--- src/rtl/wfe_pkg.sv ---
package wfe_pkg;

  localparam int unsigned PAIR_CORES = 2;

  typedef enum logic {
    CORE_RUN   = 1'b0,
    CORE_SLEEP = 1'b1
  } core_state_e;

  // per-core stimulus bundle seen on one clock edge
  typedef struct packed {
    logic wait_req;
    logic send_req;
    logic evt_in;
    logic irq_wake;
  } core_stim_t;

endpackage

--- src/rtl/wfe_evt_tx.sv ---
module wfe_evt_tx #(
  parameter int unsigned N_CORES = 2
) (
  input  logic               clk,
  input  logic               rst_n,
  input  logic [N_CORES-1:0] send_req,
  input  logic [N_CORES-1:0] asleep,
  output logic [N_CORES-1:0] evt_tx
);

  for (genvar gi = 0; gi < N_CORES; gi++) begin : g_tx
    always_ff @(posedge clk) begin
      if (!rst_n) evt_tx[gi] <= 1'b0;
      else        evt_tx[gi] <= send_req[gi] & ~asleep[gi];
    end

    // an accepted send request shows as a pulse one edge later
    p_tx_after_send_r2: assert property (@(posedge clk) disable iff (!rst_n)
      (send_req[gi] && !asleep[gi]) |=> evt_tx[gi]);

    // a sleeping core emits nothing
    p_no_tx_asleep_r11: assert property (@(posedge clk) disable iff (!rst_n)
      (asleep[gi] || !send_req[gi]) |=> !evt_tx[gi]);
  end

endmodule

--- src/rtl/wfe_evt_route.sv ---
module wfe_evt_route #(
  parameter int unsigned N_CORES = 2
) (
  input  logic [N_CORES-1:0] evt_tx,
  output logic [N_CORES-1:0] evt_rx
);

  for (genvar gi = 0; gi < N_CORES; gi++) begin : g_route
    localparam logic [N_CORES-1:0] SELF_MASK = N_CORES'(1) << gi;
    // every other core's event reaches this core, its own never does
    assign evt_rx[gi] = |(evt_tx & ~SELF_MASK);
  end

endmodule

--- src/rtl/wfe_core_ctrl.sv ---
module wfe_core_ctrl
  import wfe_pkg::*;
(
  input  logic       clk,
  input  logic       rst_n,
  input  core_stim_t stim,
  output logic       asleep,
  output logic       wake_pulse
);

  core_state_e state_q, state_d;
  logic        latch_q, latch_d;
  logic        wake_d;
  logic        pending;

  assign pending = latch_q | stim.evt_in | stim.send_req;

  always_comb begin
    state_d = state_q;
    latch_d = latch_q;
    wake_d  = 1'b0;
    unique case (state_q)
      CORE_RUN: begin
        if (stim.wait_req) begin
          latch_d = 1'b0;
          if (!pending && !stim.irq_wake) state_d = CORE_SLEEP;
        end else begin
          latch_d = pending;
        end
      end
      CORE_SLEEP: begin
        if (stim.evt_in || stim.irq_wake) begin
          state_d = CORE_RUN;
          wake_d  = 1'b1;
          latch_d = 1'b0;
        end
      end
      default: state_d = CORE_RUN;
    endcase
  end

  always_ff @(posedge clk) begin
    if (!rst_n) begin
      state_q    <= CORE_RUN;
      latch_q    <= 1'b0;
      wake_pulse <= 1'b0;
    end else begin
      state_q    <= state_d;
      latch_q    <= latch_d;
      wake_pulse <= wake_d;
    end
  end

  assign asleep = (state_q == CORE_SLEEP);

  // a clean wait request leads to sleep
  p_clean_wait_sleeps_r4: assert property (@(posedge clk) disable iff (!rst_n)
    (!asleep && stim.wait_req && !latch_q && !stim.evt_in && !stim.send_req && !stim.irq_wake)
    |=> asleep);

  // a pending or arriving event consumes the wait
  p_pending_wait_returns_r5: assert property (@(posedge clk) disable iff (!rst_n)
    (!asleep && stim.wait_req && (latch_q || stim.evt_in || stim.send_req))
    |=> (!asleep && !latch_q));

  // event wake-up leaves the flag clear and pulses once
  p_event_wakes_r7: assert property (@(posedge clk) disable iff (!rst_n)
    (asleep && stim.evt_in) |=> (!asleep && wake_pulse && !latch_q));

  // interrupt wake-up
  p_irq_wakes_r9: assert property (@(posedge clk) disable iff (!rst_n)
    (asleep && stim.irq_wake) |=> (!asleep && wake_pulse));

  // nothing else disturbs a sleeping core
  p_sleep_holds_r11: assert property (@(posedge clk) disable iff (!rst_n)
    (asleep && !stim.evt_in && !stim.irq_wake) |=> (asleep && !wake_pulse));

  // the wake pulse never lasts beyond one cycle
  p_wake_single_r7: assert property (@(posedge clk) disable iff (!rst_n)
    wake_pulse |=> !wake_pulse);

endmodule

--- src/rtl/wfe_pair_sync.sv ---
module wfe_pair_sync
  import wfe_pkg::*;
#(
  parameter int unsigned N_CORES = PAIR_CORES
) (
  input  logic               clk,
  input  logic               rst_n,
  input  logic [N_CORES-1:0] wait_req_i,
  input  logic [N_CORES-1:0] send_req_i,
  input  logic [N_CORES-1:0] irq_wake_i,
  output logic [N_CORES-1:0] evt_tx_o,
  output logic [N_CORES-1:0] sleeping_o,
  output logic [N_CORES-1:0] wake_pulse_o
);

  logic [N_CORES-1:0] evt_rx;

  wfe_evt_tx #(.N_CORES(N_CORES)) u_tx (
    .clk      (clk),
    .rst_n    (rst_n),
    .send_req (send_req_i),
    .asleep   (sleeping_o),
    .evt_tx   (evt_tx_o)
  );

  wfe_evt_route #(.N_CORES(N_CORES)) u_route (
    .evt_tx (evt_tx_o),
    .evt_rx (evt_rx)
  );

  for (genvar gi = 0; gi < N_CORES; gi++) begin : g_core
    core_stim_t stim;
    assign stim.wait_req = wait_req_i[gi];
    assign stim.send_req = send_req_i[gi];
    assign stim.evt_in   = evt_rx[gi];
    assign stim.irq_wake = irq_wake_i[gi];

    wfe_core_ctrl u_ctrl (
      .clk        (clk),
      .rst_n      (rst_n),
      .stim       (stim),
      .asleep     (sleeping_o[gi]),
      .wake_pulse (wake_pulse_o[gi])
    );
  end

  if (N_CORES == 2) begin : g_pair_chk
    // each core's event pulse wakes the opposite sleeping core
    p_cross_0to1_r3: assert property (@(posedge clk) disable iff (!rst_n)
      (evt_tx_o[0] && sleeping_o[1]) |=> !sleeping_o[1]);
    p_cross_1to0_r3: assert property (@(posedge clk) disable iff (!rst_n)
      (evt_tx_o[1] && sleeping_o[0]) |=> !sleeping_o[0]);
  end

endmodule

--- config.mk ---
export PLATFORM = sky130hd
export DESIGN_NAME = wfe_pair_sync
export DESIGN_NICKNAME = d
export VERILOG_FILES = /design/src/rtl/wfe_pkg.sv /design/src/rtl/wfe_evt_tx.sv /design/src/rtl/wfe_evt_route.sv /design/src/rtl/wfe_core_ctrl.sv /design/src/rtl/wfe_pair_sync.sv
export SDC_FILE = /design/constraint.sdc
export NUM_CORES = 1
export LEC_CHECK = 0
export BUFFER_PORTS_ARGS = -buffer_cell sky130_fd_sc_hd__buf_4
export CORE_AREA = 5 5 42 44
export DETAILED_ROUTE_END_ITERATION = 6
export DIE_AREA = 0 0 47 49
export GPL_TIMING_DRIVEN = 0
export SYNTH_ARGS = -nofsm -noshare
export SYNTH_HDL_FRONTEND = slang
export SYNTH_SLANG_ARGS = --single-unit
export TNS_END_PERCENT = 100
--- constraint.sdc ---
create_clock -name clk -period 1 [get_ports clk]
set_clock_uncertainty 0.05 [all_clocks]
set_input_delay 0.15 -clock clk [delete_from_list [all_inputs] [get_ports clk]]
set_output_delay 0.15 -clock clk [all_outputs]
set_load 0.01 [all_outputs]
==> results of run 1 <==
registers in the layout, indices dropped and copies added (netlist names):
| signal | cells |
|---|---|
| g_core.u_ctrl.asleep | 2 |
| g_core.u_ctrl.latch_q | 2 |
| g_core.u_ctrl.wake_pulse | 2 |
| u_tx.evt_tx | 2 |
through the flow:
stage	cell area [um2]	utilization [%]	TNS [ns]
after global placement	477	34.0	0
after floorplan	359	-	0
final	522	37.2	-0.00943
after global routing	522	37.2	-0.0698
after detailed placement	477	34.0	-0.00685
after CTS	534	38.1	-0.0420
Yosys cell counts:
master     instances  area (um2)
o21a_1             1        7.51
nand4bb_1          1        11.3
a2111oi_4          1        27.5
nand2_1            3        11.3
a21oi_1            1        5.00
inv_1              2        7.51
and2_1             1        6.26
nor3b_1            2        15.0
nor2_1             5        18.8
or2_0              1        6.26
dfxtp_1            8         160
buf_4              4        30.0
o21bai_4           1        18.8
o211a_1            2        20.0
o31ai_1            1        7.51
nor2b_1            1        6.26
critical path: stages (launching register included):
cell and delay (ns):
dfxtp_4 0.35, buf_6 0.11, buf_6 0.11
what timing repair did:
item / CTS / global route
endpoints found under the setup margin: 6 / 5
hold buffers: 0 / 0
resized for setup: 10 / 2
buffers inserted: 2 / 0
pin swaps: 0 / 1
final cells by class:
cell class	count	area, um2	share of cell area [%]
multi-input combinational	21	161	30.9
buffer	1	11.3	2.16
tap	16	20.0	3.84
clock buffer	3	22.5	4.32
timing repair buffer	15	128	24.5
sequential	8	171	32.9
inverter	2	7.51	1.44
worst max path at each step:
stage | end | cells after the start
after floorplan | g_core[1].u_ctrl.latch_q | 2
after global placement | g_core[1].u_ctrl.latch_q | 2
after detailed placement | g_core[1].u_ctrl.latch_q | 2
after CTS | sleeping_o[1] | 2
after global routing | sleeping_o[1] | 2
final | sleeping_o[1] | 2
kinds of logic (layout without fill, tap and decap cells):
logic type | Yosys count | in the layout | share of synthesized area, %
AOI/OAI and AO/OA | 7 | 7 | 24.0
buffers and inverters | 6 | 21 | 10.5
DFF | 8 | 8 | 44.6
and+or+nand+nor | 14 | 14 | 20.9
layer usage:
layer | part of all wire [%] | vias up | track usage [%]
li1 | - | 147 | -
met1 | 46 | 124 | 8.19
met2 | 42 | 12 | 8.60
met3 | 11 | 0 | 5.90
met4 | 0 | 0 | 4.15
met5 | 0 | - | 0
power groups by stage:
stage / Clock (mW) / Sequential, mW / Combinational, mW
6_report: 0.243 / 0.341 / 0.0954
3_5_place_dp: 0 / 0.351 / 0.0907
2_1_floorplan: 0 / 0.351 / 0.0448
5_1_grt: 0.286 / 0.343 / 0.103
3_3_place_gp: 0 / 0.352 / 0.0907
4_1_cts: 0.257 / 0.340 / 0.0976
==> impl_results.md, run 1 <==
- Status: complete, but fails checks
- Failing checks: negative setup slack
- Hold_sp: send_req_i[0]
- Worst-skew pair later-pin latency: ~0.25 ns
- Rel. slew slack: roughly 85%
- Placer Congestion: approximately 0.73
- Fin cells: 66
- Seq cells post-synth: 8
- Drt first-iter violations: 2
- CORE AREA: ~1400 um2
- CP Launch Point: g_core[1].u_ctrl.asleep
- Achievable frequency: about 1000 MHz
- Synthesized cell area: between 300 and 400 um2
- Cell leakage power: 0.248 nW
- TritonRoute pass-1 iters: 3
- Clk network pwr share: between 30% and 40%
- Synthesized instance count: 35
- Commonest non-fill, non-tap cell in the layout: buf_4
- Switching Fraction: between 20 and 25%
- Reg2reg start: g_core[1].u_ctrl.asleep
- Worst-case reg-to-reg path depth: 2
- WL/cell: 9.85 um
- Max FO, Critical Path: 3
- Ys Warns: 0
- Hold path cells: 3
- Drt total wl: 650 um
- Final HPWL DP: 492 um
- Clk pin slew, worst setup/hold paths: 0.06 ns
- Port bufs: 13
- Net count, final: 60
- Max Cap Viol: 0
- Sequential cell fraction of total power: ~50%
- Hold-critical path endpoint: u_tx.evt_tx[0]
- # setup viols final: 1
- # IOs: 14
- WP data required: approximately 0.80 ns
- Num rows: 14
- Fraction of layout cells with a size suffix above 1: 52.0%
- CTS tree: built
- Cts bufs inserted: 3
- PnR worst setup slack: -0.00943 ns
- Via count: 283
- NetSw: about 160 uW
- FF-to-FF End: g_core[1].u_ctrl.latch_q
- Final Hold Viols: 0
- Setup crit start kind: flip-flop
- Crit path time final: 1.01 ns
- Initial antenna violation count: 0
- Synth Net Count: 43
- CTS sink cnt: 8
- Worst hold slack: ~0.093 ns
- Die area: ~2300 um2
- Max-slew violation count: 0
- Hold WC Path Type: in -> reg
- H-tree depth: 1
- Largest net degree at the start of global routing: 9
- Area growth syn-to-layout: 45.3%
- Register area share after synthesis: around 45%
- Worst Setup End Kind: primary output
- Fillers: between 150 and 200
- Routed vias/inst: 4.29
- Commonest non-fill, non-tap cells in the layout: buf_4, nor2_1, buf_6
- Vias in the first global route: around 280
- Routed Antenna Nets: 0
- Logic gate share of total power: ~14%
- Pre-CTS setup slack: -0.00685 ns
- Clock Tree Root: clkbuf_4
- CTS Buffer Depth: 2
- Unrepaired setup endpoints after global routing: yes
- Initial core utilization: 25.6%
- Fin crit share: 101%
- Dpl cells: 64
- Cell Int Power: roughly 520 uW
- Die H: a little under 50 um
- Global-route wire length before repair: roughly 1100 um
- Power, Total: 679 uW
- # DRC: 0
- GRT Total Usage: between 7 and 8%
- Avg Inst Size Synth: 10.3 um2
- Critical Path AT: between 0.8 and 0.9 ns
- Worst-Margin Slew: around 0.22 ns
- FF-to-FF setup slack: ~0.02 ns
- Crit Path Category: reg -> out
- Overflow after GRT: 0
- N_diodes: 0
- Count of cell types in the netlist: 16
- Die Width: approximately 47 um
- Max rail drop VDD: about 0.00057 V
- Pwr dens: about 1300 nW/um2
(Power assumes the default switching activity.)
==> inputs of run 2 (changes only) <==
CELL_PAD_IN_SITES_DETAIL_PLACEMENT = 0   (was unset)
CELL_PAD_IN_SITES_GLOBAL_PLACEMENT = 1   (was unset)
PLACE_DENSITY = 0.71   (was unset)
==> run 2 against run 1 <==
  * The run now ends clean
  * Global-route usage down 0.84 points
  * Combinational power up 0.7%
  * Final area up 0.72%
  * Power about the same
  * Clock power down 2%
  * Critical path type unchanged
  * Largest cell class unchanged
==> impl_results.md, run 2 (synthesis results as in run 1) <==
- Status: finished clean
- Max Cap Viol: 0 (unchanged)
- Initial antenna violation count: 0 (unchanged)
- Dpl cells: 64 (unchanged)
- Drt total wl: 649 um (-0.15%)
- Crit Path Category: reg -> out
- Cell leakage power: 0.256 nW (+3.5%)
- Hold WC Path Type: in -> reg
- Rel. slew slack: 84.8% (-0.68 points)
- Pwr dens: 1290 nW/um2 (-0.65%)
- Net count, final: 62 (+3.3%)
- TritonRoute pass-1 iters: 2 (-1)
- CORE AREA: 1400 um2 (unchanged)
- Port bufs: 13 (unchanged)
- CTS sink cnt: 8 (unchanged)
- Vias in the first global route: 257 (-7.9%)
- Hold_sp: send_req_i[0]
- Register area: 164 um2 (-4.4%)
- WL/cell: 9.54 um (-3.1%)
- Worst-case reg-to-reg path depth: 2 (unchanged)
- Unrepaired setup endpoints after global routing: no
- Fin cells: 68 (+3.0%)
- Die H: 49 um (unchanged)
- Slowest cell delay on critical path: 0.29 ns (-0.06 ns)
- FF-to-FF End: g_core[1].u_ctrl.latch_q
- Hold path cells: 3 (unchanged)
- Max-slew violation count: 0 (unchanged)
- Global-route wire length before repair: 993 um (-11%)
- Initial core utilization: 25.6% (unchanged)
- Die Width: 47 um (unchanged)
- # DRC: 0 (unchanged)
- Fillers: 155 (-1.3%)
- Final Hold Viols: 0 (unchanged)
- Overflow after GRT: 0 (unchanged)
- H-tree depth: 1 (unchanged)
- Area growth syn-to-layout: 46.3%
- Fraction of layout cells with a size suffix above 1: 50.0% (-2.0 points)
- Worst-Margin Slew: 0.228 ns (+0.00975 ns)
- Die area: 2300 um2 (unchanged)
- Via count: 286 (+1.1%)
- Max rail drop VDD: 0.000480 V (-16%)
- Commonest non-fill, non-tap cells in the layout: buf_4, nor2_1, dfxtp_1
- Achievable frequency: 1030 MHz (+4.3%)
- Fin crit share: 96.8% (-4.2 points)
- Routed vias/inst: 4.21 (-1.9%)
- Largest net degree at the start of global routing: 9 (unchanged)
- Worst-skew pair later-pin latency: 0.25 ns (about the same)
- Final HPWL DP: 497 um (+1.1%)
- Placer Congestion: 0.739 (+1.8%)
- Critical Path AT: 0.77 ns (-0.04 ns)
- Reg2reg start: g_core[1].u_ctrl.asleep
- Cts bufs inserted: 3 (unchanged)
- Area occupied by multi-input gates: 161 um2 (unchanged)
- CTS tree: built
- # setup viols final: 0 (-1)
- CTS Buffer Depth: 2 (unchanged)
- Hold-critical path endpoint: u_tx.evt_tx[0]
- Crit path time final: 0.968 ns (-0.0417 ns)
- Clk pin slew, worst setup/hold paths: 0.05 ns (about the same)
- Routed Antenna Nets: 0 (unchanged)
- Drt first-iter violations: 4 (+2)
- Max FO, Critical Path: 1 (-2)
- FF-to-FF setup slack: 0.03 ns (about the same)
- Final core occ: 37.5% (+0.27 points)
- Setup crit start kind: flip-flop
- Worst path slowest cell: dfxtp_1
- # IOs: 14 (unchanged)
- Commonest non-fill, non-tap cell in the layout: buf_4
- Num rows: 14 (unchanged)
- Worst Setup End Kind: primary output
- N_diodes: 0 (unchanged)
- Clock Tree Root: clkbuf_4
- Worst-path cell chain: buf_4, buf_6
- WP data required: 0.80 ns (about the same)
- GRT Total Usage: 6.21% (-0.84 points)
[run 2: worst max path at each step]
stage	startpoint	to	slack [ns]	depth (start not counted)
CTS	g_core[1].u_ctrl.asleep	g_core[1].u_ctrl.latch_q	0.0009	3
floorplan	u_tx.evt_tx[0]	g_core[1].u_ctrl.latch_q	0.01	2
global route	g_core[0].u_ctrl.wake_pulse	wake_pulse_o[0]	0.0004	2
detailed placement	g_core[1].u_ctrl.asleep	g_core[1].u_ctrl.latch_q	-0.002	2
finish	g_core[1].u_ctrl.wake_pulse	wake_pulse_o[1]	0.03	2
global placement	g_core[1].u_ctrl.asleep	g_core[1].u_ctrl.latch_q	0.006	2
[run 2: power breakdown]
part | total (mW) | switching, mW | internal, mW
Sequential | 0.344 | 0.0112 | 0.333
Combinational | 0.0961 | 0.0384 | 0.0578
Clock | 0.239 | 0.102 | 0.137
Total | 0.680 | 0.152 | 0.528
[run 2: worst max-delay path: cells and delay by family, from the launching register on]
family | cells | cell delay (ns)
flip-flops | 1 | 0.29
buffers and inverters | 2 | 0.23
[run 2: final cells by class]
| cell class | count | area share (%) |
|---|---|---|
| Buffer | 2 | 2.86 |
| Timing Repair Buffer | 16 | 25.7 |
| Sequential cell | 8 | 31.2 |
| Tap cell | 16 | 3.81 |
| Inverter | 2 | 1.43 |
| Multi-Input combinational cell | 21 | 30.7 |
| Clock buffer | 3 | 4.29 |
[run 2: per-stage QoR]
stage | area (um2) | TNS (ns) | worst slack (ns) | hold WS, ns | power (mW)
after detailed placement | 477 | -0.00200 | -0.00200 | 0.349 | 0.443
after global placement | 477 | 0 | 0.00624 | 0.343 | 0.443
final | 526 | 0 | 0.0322 | 0.0909 | 0.680
after floorplan | 359 | 0 | 0.0110 | 0.214 | 0.396
after global routing | 526 | 0 | 0.000391 | 0.102 | 0.720
after CTS | 544 | 0 | 0.000886 | 0.0805 | 0.703
[run 2: repair_timing]
item	4_1_cts	5_1_grt
setup endpoints to repair	5	4
gates resized for setup	8	1
buffers inserted	3	0
pin swaps	0	1
hold buffers	0	0
[run 2: routing by layer]
metal  wire (um)  vias up  track usage (%)
li1            -      151                -
met1         270      124             7.76
met2         306       11             7.92
met3          72        0             3.32
met4           0        0             4.15
met5           0        -                0
==> inputs of run 3 (changes only) <==
ABC_AREA = 1   (was unset)
CORE_AREA = unset   (was 5 5 42 44)
CORE_MARGIN = 5   (was unset)
CORE_UTILIZATION = 26   (was unset)
DIE_AREA = unset   (was 0 0 47 49)
PLACE_DENSITY = 0.73   (was 0.71)
==> run 3 against run 2 <==
  * Final cell count increased by 22%
  * Power decreased by 0.99%
  * Sequential cell count unchanged
  * Critical endpoint is now sleeping_o[1]
  * Highest routed layer unchanged
==> impl_results.md, run 3 <==
- Met2 usage: 10.6% (+2.7 points)
- CTS tree: built
- Cell leakage power: 0.261 nW (+2.0%)
- Routed vias/inst: 4.13 (-1.7%)
- Critical Path AT: 0.79 ns (+0.02 ns)
- Fin crit share: 99.1% (+2.4 points)
- Via count: 343 (+20%)
- H-tree depth: 1 (unchanged)
- Largest net degree at the start of global routing: 9 (unchanged)
- Hold WC Path Type: in -> reg
- Initial core utilization: 27.4% (+1.8 points)
- Clk pin slew, worst setup/hold paths: 0.05 ns (about the same)
- Overflow after GRT: 0 (unchanged)
- Die Width: 47.0 um (about the same)
- Post-synth top area cell: dfxtp_1
- Synth top area cells: dfxtp_1, nand2_1, buf_4
- Max-slew violation count: 0 (unchanged)
- Max rail drop VDD: 0.00119 V (+150%)
- Global-route wire length before repair: 1080 um (+9.1%)
- Commonest non-fill, non-tap cells in the layout: buf_4, nand2_1, inv_1
- GRT Total Usage: 7.62% (+1.4 points)
- TritonRoute pass-1 iters: 4 (+2)
- Pwr dens: 1260 nW/um2 (-2.4%)
- Final Hold Viols: 0 (unchanged)
- Post-synth EDFFs: 0 (unchanged)
- Max FO, Critical Path: 2 (+1)
- Count of cell types in the netlist: 10 (-6)
- Met1 GRT Util: 8.74% (+0.98 points)
- Unrepaired setup endpoints after global routing: yes
- Crit Path Category: reg -> out
- Rel. slew slack: 83.9% (-0.89 points)
- WP data required: 0.80 ns (about the same)
- N_diodes: 0 (unchanged)
- # IOs: 14 (unchanged)
- Top Usage Layer GRT: met2
- Synthesized instance count: 51 (+46%)
- Drt first-iter violations: 5 (+1)
- Die area: 2210 um2 (-3.9%)
- Most frequent cells after synthesis: nand2_1, dfxtp_1, inv_1, nor2_1
- Vias in the first global route: 280 (+8.9%)
- Clock Tree Root: clkbuf_4
- Fraction of layout cells with a size suffix above 1: 41.2% (-8.8 points)
- Cell with the most instances after synthesis: nand2_1
- Register area share after synthesis: 44.9% (+0.31 points)
- Final HPWL DP: 554 um (+11%)
- Synthesized cell area: 357 um2 (-0.70%)
- # DRC: 0 (unchanged)
- Worst-skew pair later-pin latency: 0.25 ns (about the same)
- Dpl cells: 79 (+23%)
- Avg Inst Size Synth: 6.99 um2 (-32%)
- Fin cells: 83 (+22%)
- CORE AREA: 1300 um2 (-7.1%)
- Primary FF master, synth: dfxtp_1
- Seq cells post-synth: 8 (unchanged)
- GRT met3 Usage: 6.90% (+3.6 points)
- Status: finished clean
- CTS Buffer Depth: 2 (unchanged)
- Worst Setup End Kind: primary output
- Setup crit start kind: flip-flop
- Die H: 47.0 um (-4.0%)
- Power, Total: 673 uW (-0.99%)
- Port bufs: 13 (unchanged)
- Placer Congestion: 0.756 (+2.3%)
- Commonest non-fill, non-tap cell in the layout: buf_4
- Max Cap Viol: 0 (unchanged)
- CTS sink cnt: 8 (unchanged)
- Drt total wl: 673 um (+3.7%)
- Crit path time final: 0.991 ns (+0.0235 ns)
- FFs w/ async S/R, synth: 0% (unchanged)
- Synth top area share: 44.9% (+0.31 points)
- Initial antenna violation count: 0 (unchanged)
- Routed Antenna Nets: 0 (unchanged)
- Cts bufs inserted: 3 (unchanged)
- Ys Warns: 0 (unchanged)
- Area growth syn-to-layout: 49.5%
- Worst hold slack: 0.104 ns (+0.0134 ns)
- Net count, final: 78 (+26%)
- Achievable frequency: 1010 MHz (-2.4%)
- Worst-Margin Slew: 0.241 ns (+0.0136 ns)
- Synth Net Count: 59 (+37%)
- WL/cell: 8.11 um (-15%)
- Num rows: 13 (-1)
- Hold buffers post-CTS: 0 (unchanged)
- # setup viols final: 0 (unchanged)
[run 3: changes by cell type after synthesis, moves of 2 or more]
cell     change
nand2_1      +7
inv_1        +5
nand3_1      +4
nor3_1       +4
a21oi_1      +3
inv_2        +2
nor2_2       +2
nor3b_1      -2
o211a_1      -2
[run 3: worst max-delay path, cell delays in order (launching register included)]
cell	delay (ns)
dfxtp_4	0.34
buf_6	0.10
buf_6	0.11
[run 3: area by class of cell]
cell class	instances	area (um2)
multi-input combinational	30	136
tap	15	18.8
clock buffer	3	22.5
inverter	9	33.8
buffer	3	26.3
sequential	8	168
timing repair buffer	15	128
fill	144	768
[run 3: cells by family after synthesis]
logic type | count (synthesis) | synth area share (%)
compound gates | 4 | 5.61
buf+inv | 13 | 17.9
flops | 8 | 44.9
simple gates | 26 | 31.6
[run 3: routing by layer]
metal	routed length, um	vias up
li1	-	190
met1	285	145
met2	331	8
met3	56	0
met4	0	0
met5	0	-
[run 3: power breakdown]
part | internal, mW | total (mW) | switching, mW
sequential | 0.329 | 0.336 | 0.00734
combinational | 0.0540 | 0.103 | 0.0494
clock | 0.136 | 0.233 | 0.0970
[run 3: what timing repair did]
action | in CTS | in global routing
pin swaps | 0 | 2
endpoints found under the setup margin | 2 | 4
buffers inserted | 2 | 0
gates resized for setup | 7 | 3
[run 3: stage by stage]
step | setup TNS [ns] | area [um2] | util [%] | setup slack [ns]
2_1_floorplan | 0 | 357 | - | 0.191
3_3_place_gp | 0 | 473 | 36.3 | 0.139
3_5_place_dp | 0 | 473 | 36.3 | 0.135
4_1_cts | -0.00287 | 522 | 40.1 | -0.00287
5_1_grt | -0.0444 | 533 | 41.0 | -0.0243
6_report | 0 | 533 | 41.0 | 0.00870
[run 3: worst paths after layout]
check	depth (start not counted)	slack, ns	from	to
max	2	0.009	g_core[1].u_ctrl.asleep	sleeping_o[1]
min	4	0.10	send_req_i[0]	g_core[0].u_ctrl.asleep
max reg2reg	6	0.04	g_core[1].u_ctrl.asleep	g_core[1].u_ctrl.asleep
min reg2reg	2	0.43	g_core[0].u_ctrl.latch_q	g_core[0].u_ctrl.latch_q
